[config.mk]
export PLATFORM = sky130hd
export DESIGN_NAME = uart_rx_os
export DESIGN_NICKNAME = d
export VERILOG_FILES = /design/src/rtl/uart_rx_pkg.sv /design/src/rtl/uart_rx_sync.sv /design/src/rtl/uart_rx_fsm.sv /design/src/rtl/uart_rx_hold.sv /design/src/rtl/uart_rx_os.sv
export SDC_FILE = /design/constraint.sdc
export NUM_CORES = 1
export LEC_CHECK = 0
export CAP_MARGIN = 20
export CORE_ASPECT_RATIO = 0.6
export CORE_MARGIN = 10
export CORE_UTILIZATION = 35
export DETAILED_ROUTE_END_ITERATION = 16
export SETUP_SLACK_MARGIN = 0.3
export SYNTH_ARGS = -nofsm -noshare
export SYNTH_HDL_FRONTEND = slang
export SYNTH_SLANG_ARGS = --single-unit
[constraint.sdc]
create_clock -name clk -period 2.8 [get_ports clk]
set_clock_uncertainty 0.2 [all_clocks]
set_input_delay 0.56 -clock clk [delete_from_list [all_inputs] [get_ports clk]]
set_output_delay 0.56 -clock clk [all_outputs]
set_load 0.01 [all_outputs]
[src/rtl/uart_rx_pkg.sv]
// Shared types for the oversampled serial receiver.
package uart_rx_pkg;
    typedef enum logic [1:0] {
        ST_IDLE = 2'd0,
        ST_DATA = 2'd1,
        ST_PAR  = 2'd2,
        ST_STOP = 2'd3
    } rx_state_e;

    localparam logic [1:0] PM_EVEN = 2'b01;
    localparam logic [1:0] PM_ODD  = 2'b10;
endpackage

[src/rtl/uart_rx_sync.sv]
// Multi-flop synchronizer for the asynchronous serial line.
// Assumes the line idles high, so every stage resets to 1.
module uart_rx_sync #(
    parameter int STAGES = 2
) (
    input  logic clk,
    input  logic rst_n,
    input  logic din,
    output logic dout
);
    logic [STAGES-1:0] q;

    // Shift the raw line through the synchronizer stages.
    generate
        if (STAGES == 1) begin : g_one
            always_ff @(posedge clk) begin
                if (!rst_n) q <= '1;
                else        q <= din;
            end
        end else begin : g_many
            always_ff @(posedge clk) begin
                if (!rst_n) q <= '1;
                else        q <= {q[STAGES-2:0], din};
            end
        end
    endgenerate

    assign dout = q[STAGES-1];
endmodule

[src/rtl/uart_rx_fsm.sv]
// Start qualification and bit timing. A single tick counter runs from the
// first low tick. A start is accepted after QUAL low ticks, and each later bit
// is sampled when the counter reaches FIRST. The counter is then reloaded so
// that the next sample falls OSR ticks later.
// Assumes par_mode is stable while start qualification runs.
module uart_rx_fsm
    import uart_rx_pkg::*;
#(
    parameter int DATA_W = 8,
    parameter int OSR    = 16
) (
    input  logic              clk,
    input  logic              rst_n,
    input  logic              tick,
    input  logic              rxd_s,
    input  logic              enable,
    input  logic              abort,
    input  logic [1:0]        par_mode,
    output logic              done,
    output logic [DATA_W-1:0] data,
    output logic              perr,
    output logic              ferr
);
    localparam int QUAL   = OSR / 2;
    localparam int FIRST  = OSR + OSR / 2;
    localparam int RELOAD = FIRST - OSR + 1;
    localparam int CNT_W  = $clog2(FIRST + 1);
    localparam int BIT_W  = (DATA_W > 1) ? $clog2(DATA_W) : 1;

    rx_state_e         state;
    logic [CNT_W-1:0]  cnt;
    logic [BIT_W-1:0]  bitc;
    logic [DATA_W-1:0] shreg;
    logic              par_bit, par_en_q, par_odd_q;
    logic              run, qual_hit, samp;

    assign run      = enable && !abort;
    assign qual_hit = run && tick && (state == ST_IDLE) && !rxd_s
                      && (cnt == CNT_W'(QUAL - 1));
    assign samp     = run && tick && (state != ST_IDLE)
                      && (cnt == CNT_W'(FIRST));

    // Control: state, tick counter and data-bit counter.
    always_ff @(posedge clk) begin
        if (!rst_n || !run) begin
            state <= ST_IDLE;
            cnt   <= '0;
            bitc  <= '0;
            done  <= 1'b0;
        end else begin
            done <= 1'b0;
            if (tick) begin
                if (state == ST_IDLE) begin
                    if (rxd_s) begin
                        cnt <= '0;
                    end else begin
                        cnt <= cnt + 1'b1;
                        if (cnt == CNT_W'(QUAL - 1)) begin
                            state <= ST_DATA;
                            bitc  <= '0;
                        end
                    end
                end else if (cnt == CNT_W'(FIRST)) begin
                    cnt <= CNT_W'(RELOAD);
                    case (state)
                        ST_DATA: begin
                            bitc <= bitc + 1'b1;
                            if (bitc == BIT_W'(DATA_W - 1))
                                state <= par_en_q ? ST_PAR : ST_STOP;
                        end
                        ST_PAR:  state <= ST_STOP;
                        default: begin
                            state <= ST_IDLE;
                            cnt   <= '0;
                            done  <= 1'b1;
                        end
                    endcase
                end else begin
                    cnt <= cnt + 1'b1;
                end
            end
        end
    end

    // Datapath: latch the parity mode at start, shift bits in, build the result.
    always_ff @(posedge clk) begin
        if (!rst_n) begin
            shreg     <= '0;
            par_bit   <= 1'b0;
            par_en_q  <= 1'b0;
            par_odd_q <= 1'b0;
            data      <= '0;
            perr      <= 1'b0;
            ferr      <= 1'b0;
        end else if (qual_hit) begin
            par_en_q  <= (par_mode == PM_EVEN) || (par_mode == PM_ODD);
            par_odd_q <= (par_mode == PM_ODD);
        end else if (samp) begin
            case (state)
                ST_DATA: shreg   <= {rxd_s, shreg[DATA_W-1:1]};
                ST_PAR:  par_bit <= rxd_s;
                default: begin
                    data <= shreg;
                    perr <= par_en_q && (par_bit ^ (^shreg) ^ par_odd_q);
                    ferr <= !rxd_s;
                end
            endcase
        end
    end

    AST_CNT_BOUND:  assert property (@(posedge clk) disable iff (!rst_n)
                        cnt <= CNT_W'(FIRST));
    AST_ABORT_IDLE: assert property (@(posedge clk) disable iff (!rst_n)
                        abort |=> (state == ST_IDLE && cnt == '0 && !done));
    AST_DONE_PULSE: assert property (@(posedge clk) disable iff (!rst_n)
                        done |=> !done);
    AST_START_LOW:  assert property (@(posedge clk) disable iff (!rst_n)
                        (state == ST_IDLE && $past(state) == ST_IDLE && cnt != '0)
                        |-> !$past(rxd_s) || !$past(tick));
endmodule

[src/rtl/uart_rx_hold.sv]
// Holding register, ready handshake and sticky error flags.
// Assumes done is a one-cycle pulse with d_in, perr_in and ferr_in valid.
module uart_rx_hold #(
    parameter int DATA_W = 8
) (
    input  logic              clk,
    input  logic              rst_n,
    input  logic              done,
    input  logic [DATA_W-1:0] d_in,
    input  logic              perr_in,
    input  logic              ferr_in,
    input  logic              rd,
    input  logic              clr_err,
    output logic [DATA_W-1:0] data,
    output logic              ready,
    output logic              perr,
    output logic              ferr,
    output logic              ovr
);
    // Capture characters, run the ready handshake and keep the error flags.
    always_ff @(posedge clk) begin
        if (!rst_n) begin
            data  <= '0;
            ready <= 1'b0;
            perr  <= 1'b0;
            ferr  <= 1'b0;
            ovr   <= 1'b0;
        end else begin
            if (done) begin
                data  <= d_in;
                ready <= 1'b1;
                if (ready && !rd) ovr <= 1'b1;
                if (perr_in)      perr <= 1'b1;
                if (ferr_in)      ferr <= 1'b1;
            end else if (rd) begin
                ready <= 1'b0;
            end
            if (clr_err) begin
                perr <= 1'b0;
                ferr <= 1'b0;
                ovr  <= 1'b0;
            end
        end
    end

    AST_READ_CLEARS: assert property (@(posedge clk) disable iff (!rst_n)
                         (rd && !done) |=> !ready);
    AST_DONE_SETS:   assert property (@(posedge clk) disable iff (!rst_n)
                         done |=> (ready && data == $past(d_in)));
    AST_OVR_SET:     assert property (@(posedge clk) disable iff (!rst_n)
                         (done && ready && !rd && !clr_err) |=> ovr);
    AST_OVR_NONE:    assert property (@(posedge clk) disable iff (!rst_n)
                         (!ovr && !(done && ready && !rd)) |=> !ovr);
    AST_ERR_CLEAR:   assert property (@(posedge clk) disable iff (!rst_n)
                         clr_err |=> (!perr && !ferr && !ovr));
endmodule

[src/rtl/uart_rx_os.sv]
// Top of the oversampled serial receiver: synchronizer, timing FSM,
// holding register, and the enable state set and cleared by commands.
// Assumes samp_tick is a one-clock pulse and rxd_i is asynchronous.
module uart_rx_os #(
    parameter int DATA_W      = 8,
    parameter int OSR         = 16,
    parameter int SYNC_STAGES = 2
) (
    input  logic              clk,
    input  logic              rst_n,
    input  logic              samp_tick,
    input  logic              rxd_i,
    input  logic              cmd_enable,
    input  logic              cmd_reset,
    input  logic [1:0]        par_mode,
    input  logic              rd_strobe,
    output logic [DATA_W-1:0] rx_data,
    output logic              rx_ready,
    output logic              par_err,
    output logic              frm_err,
    output logic              ovr_err
);
    logic              rxd_s, rx_on, done, perr_c, ferr_c;
    logic [DATA_W-1:0] char_c;

    // Reception on/off state: the reset command wins over enable.
    always_ff @(posedge clk) begin
        if (!rst_n)          rx_on <= 1'b0;
        else if (cmd_reset)  rx_on <= 1'b0;
        else if (cmd_enable) rx_on <= 1'b1;
    end

    uart_rx_sync #(.STAGES(SYNC_STAGES)) u_sync (
        .clk(clk), .rst_n(rst_n), .din(rxd_i), .dout(rxd_s)
    );

    uart_rx_fsm #(.DATA_W(DATA_W), .OSR(OSR)) u_fsm (
        .clk(clk), .rst_n(rst_n), .tick(samp_tick), .rxd_s(rxd_s),
        .enable(rx_on), .abort(cmd_reset), .par_mode(par_mode),
        .done(done), .data(char_c), .perr(perr_c), .ferr(ferr_c)
    );

    uart_rx_hold #(.DATA_W(DATA_W)) u_hold (
        .clk(clk), .rst_n(rst_n), .done(done), .d_in(char_c),
        .perr_in(perr_c), .ferr_in(ferr_c), .rd(rd_strobe), .clr_err(cmd_reset),
        .data(rx_data), .ready(rx_ready), .perr(par_err), .ferr(frm_err),
        .ovr(ovr_err)
    );

    AST_RST_DISABLES: assert property (@(posedge clk) disable iff (!rst_n)
                          cmd_reset |=> !rx_on);
    AST_OFF_NO_DONE:  assert property (@(posedge clk) disable iff (!rst_n)
                          !rx_on |-> !done);
endmodule

==> impl_results.md <==
* Pint at 915 uW
* Pwr Density at 451 nW/um2
* #FFs+latches synth at 47
* First-pass GRT wire length at 6680 um
* Seq/Total Area, Yosys at 43.5%
* DR WL/cell at 12.6 um
* Worst setup path start: samp_tick
* Post-Syn Area at 2160 um2
* Crit Path Max Fanout at 7
* IO buf count at 20
* Dominant cells by area after synthesis: dfxtp_1, mux2i_1, nor2b_1
* Detail-routed via count per cell at 4.62
* Distinct cells, synth at 39
* Post-synth EDFFs at 0
* TritonRoute pass-1 iters at 5
* Worst Hold Launch: u_sync.q[0]
* Max cap viols at 0
* GRT Util Overall at 8.38%
* Total number of vias at 1477
* Yosys warns at 0
* Commonest register cell after synthesis: dfxtp_1
* Sw Ratio at 20.7%
* Launch point of the worst reg-to-reg path: u_fsm.state[0]
* Fin area at 2560 um2
* Area fraction of the dominant cell type after synthesis at 43.5%
* Nets at 253
* Die X at 121 um
* Total wire length at 4020 um
* Clock Power Share at 38.6%
* # resized after CTS at 0
* Setup_tns at 0 ns
* CP startpoint kind: input pin
* Die Height at 80.9 um
* 1st-iter DRT viols at 70
* H-Tree Depth at 2
* Reg clk slew, reported paths at 0.08 ns
* Worst setup path category: input pin to flip-flop
* Largest net degree at the start of global routing at 36
* P_leak at 0.000843 uW
* RSZ-0062 raised after global routing: no
* Flop pwr share at 58.2%
* DP HPWL at 2880 um
* Initial antenna violation count at 0
* Final hold vios at 0
* Comb pwr share at 3.2%
* Syn_area_per_cell at 10.2 um2
* Root buffer cell: clkbuf_8
* Residual DRC count at 0
* Critical Path AT at 2.24 ns
* Largest area contributor in the netlist: dfxtp_1
* Post-CTS setup buffers at 0
* CTS tree: yes
* CTS Hold Bufs at 0
* Layout cell share with drive strength beyond 1 at 7.20%
* Final min period at 2.27 ns
* Grt total ovfl at 0
* Row cnt at 22
* Die area at 9820 um2
* Final Max Tran Viols at 0
* Clock Path Buffers at 2
* WP data required at 2.78 ns
* Initial Utilization at 35.7%
* Actual slew at the worst max-slew pin at 0.657 ns
* Final period util at 80.9%
* Ant. Diodes at 0
* Total CTS buffers at 5
* Number of global-route vias before repair at 1352
* Finished Core Util at 42.3%
* Power Total at 1150 uW
* Syn nets at 231
* Antenna-violating nets left at 0
* Switching power at 239 uW
* Slew HR at 56.2%
* Clk_lat worst skew at 0.29 ns
* Area grow syn2layout at 18.4%
* Max rail drop VDD at 0.000193 V
* Top Ports at 21
* Gpl congestion at 0.788
* Asr flop ratio synth at 0%
* CP endpoint kind: flip-flop
* Hold crit path type: flip-flop to flip-flop
* Fmax at 441 MHz
* Mapped Cells at 213
* CORE AREA at 6060 um2
* CTS sink cnt at 47
* Placement Cell Area at 2460 um2
* Final setup viols at 0
* Outcome: finished, final reports clean
state kept, by name, indices dropped and copies added (netlist names):
name	flops
u_hold.ovr	1
u_fsm.shreg	8
u_fsm.data	8
u_hold.ready	1
u_fsm.par_bit	1
u_fsm.par_odd_q	1
u_fsm.done	1
u_fsm.cnt	5
u_fsm.par_en_q	1
u_hold.data	8
u_fsm.bitc	3
u_fsm.perr	1
u_sync.q	2
u_fsm.ferr	1
rx_on	1
u_hold.perr	1
u_fsm.state	2
u_hold.ferr	1
cell families after synthesis:
group / after synthesis / synth area share [%]
muxes: 28 / 13.0
xor gates and xnor gates: 10 / 4.69
AOI/OAI and AO/OA: 29 / 8.10
adders and majority gates: 9 / 5.21
and+or+nand+nor: 73 / 22.2
buffers and inverters: 17 / 3.30
DFF: 47 / 43.5
power by group through the flow:
stage                     registers [uW]  clock network, uW  logic, uW
final                                672                445       37.0
after global routing                 673                489       41.1
after CTS                            672                462       37.7
after detailed placement             688                  0       37.5
after global placement               688                  0       37.2
after floorplan                      687                  0       20.3
path summary, 6_finish.rpt:
kind,end,slack (ns),cells after the start
setup reg to reg,u_fsm.state[0],0.63,6
hold reg to reg,u_sync.q[1],0.21,1
hold / removal,u_sync.q[1],0.21,1
setup / recovery,u_fsm.state[0],0.53,6
layout by cell type, fill, tap and decap left out, types with 5 or more instances in the layout:
cell type,n
a21oi_1,11
clkbuf_8,7
clkdlybuf4s50_1,20
dfxtp_1,47
ha_1,9
inv_1,8
mux2i_1,27
nand2_1,9
nand2b_1,5
nor2_1,8
nor2b_1,28
o21ai_0,8
xnor2_1,8
synthesized netlist by cell type, drive strengths merged, types with 2 or more instances:
cell type	count
and2	4
nor2	8
nand3	2
mux2i	27
clkbuf	5
nand4	2
nand2b	5
inv	8
ha	9
o211a	2
nand2	9
dfxtp	47
xnor2	8
nand3b	4
nor4	4
nor3	2
a21oi	11
buf	4
nor2b	28
o21ai	9
nand4b	2
o21a	3
per-stage QoR:
| step | instances | worst slack [ns] | hold WS [ns] |
|---|---|---|---|
| floorplan | 213 | 0.706 | 0.186 |
| global placement | 312 | 0.375 | 0.195 |
| detailed placement | 312 | 0.267 | 0.196 |
| CTS | 320 | 0.580 | 0.217 |
| global route | 320 | 0.420 | 0.244 |
| finish | 320 | 0.534 | 0.215 |
cell type report:
cell class              count  area (um2)
flip-flops and latches     47         941
repair buffers             24         230
well taps                  84         105
clock inverters             1        7.51
inverters                   8        30.0
multi-input cells         149        1150
clock buffers               7        96.3
fillers                   609        3500
per-layer routing:
| layer | part of all wire [%] | track usage, % | up-vias |
|---|---|---|---|
| li1 | - | - | 772 |
| met1 | 54 | 11.5 | 672 |
| met2 | 39 | 11.7 | 28 |
| met3 | 5.1 | 2.98 | 5 |
| met4 | 1.3 | 3.20 | 0 |
| met5 | 0 | 0 | - |
worst max-delay path, cell delays in order:
cell and delay [ns]:
clkdlybuf4s50_1 0.47, buf_4 0.15, a21boi_0 0.48, o21ai_0 0.22, nor4b_1 0.28, nor3_1 0.07
Power figures use the tool's default switching activity.
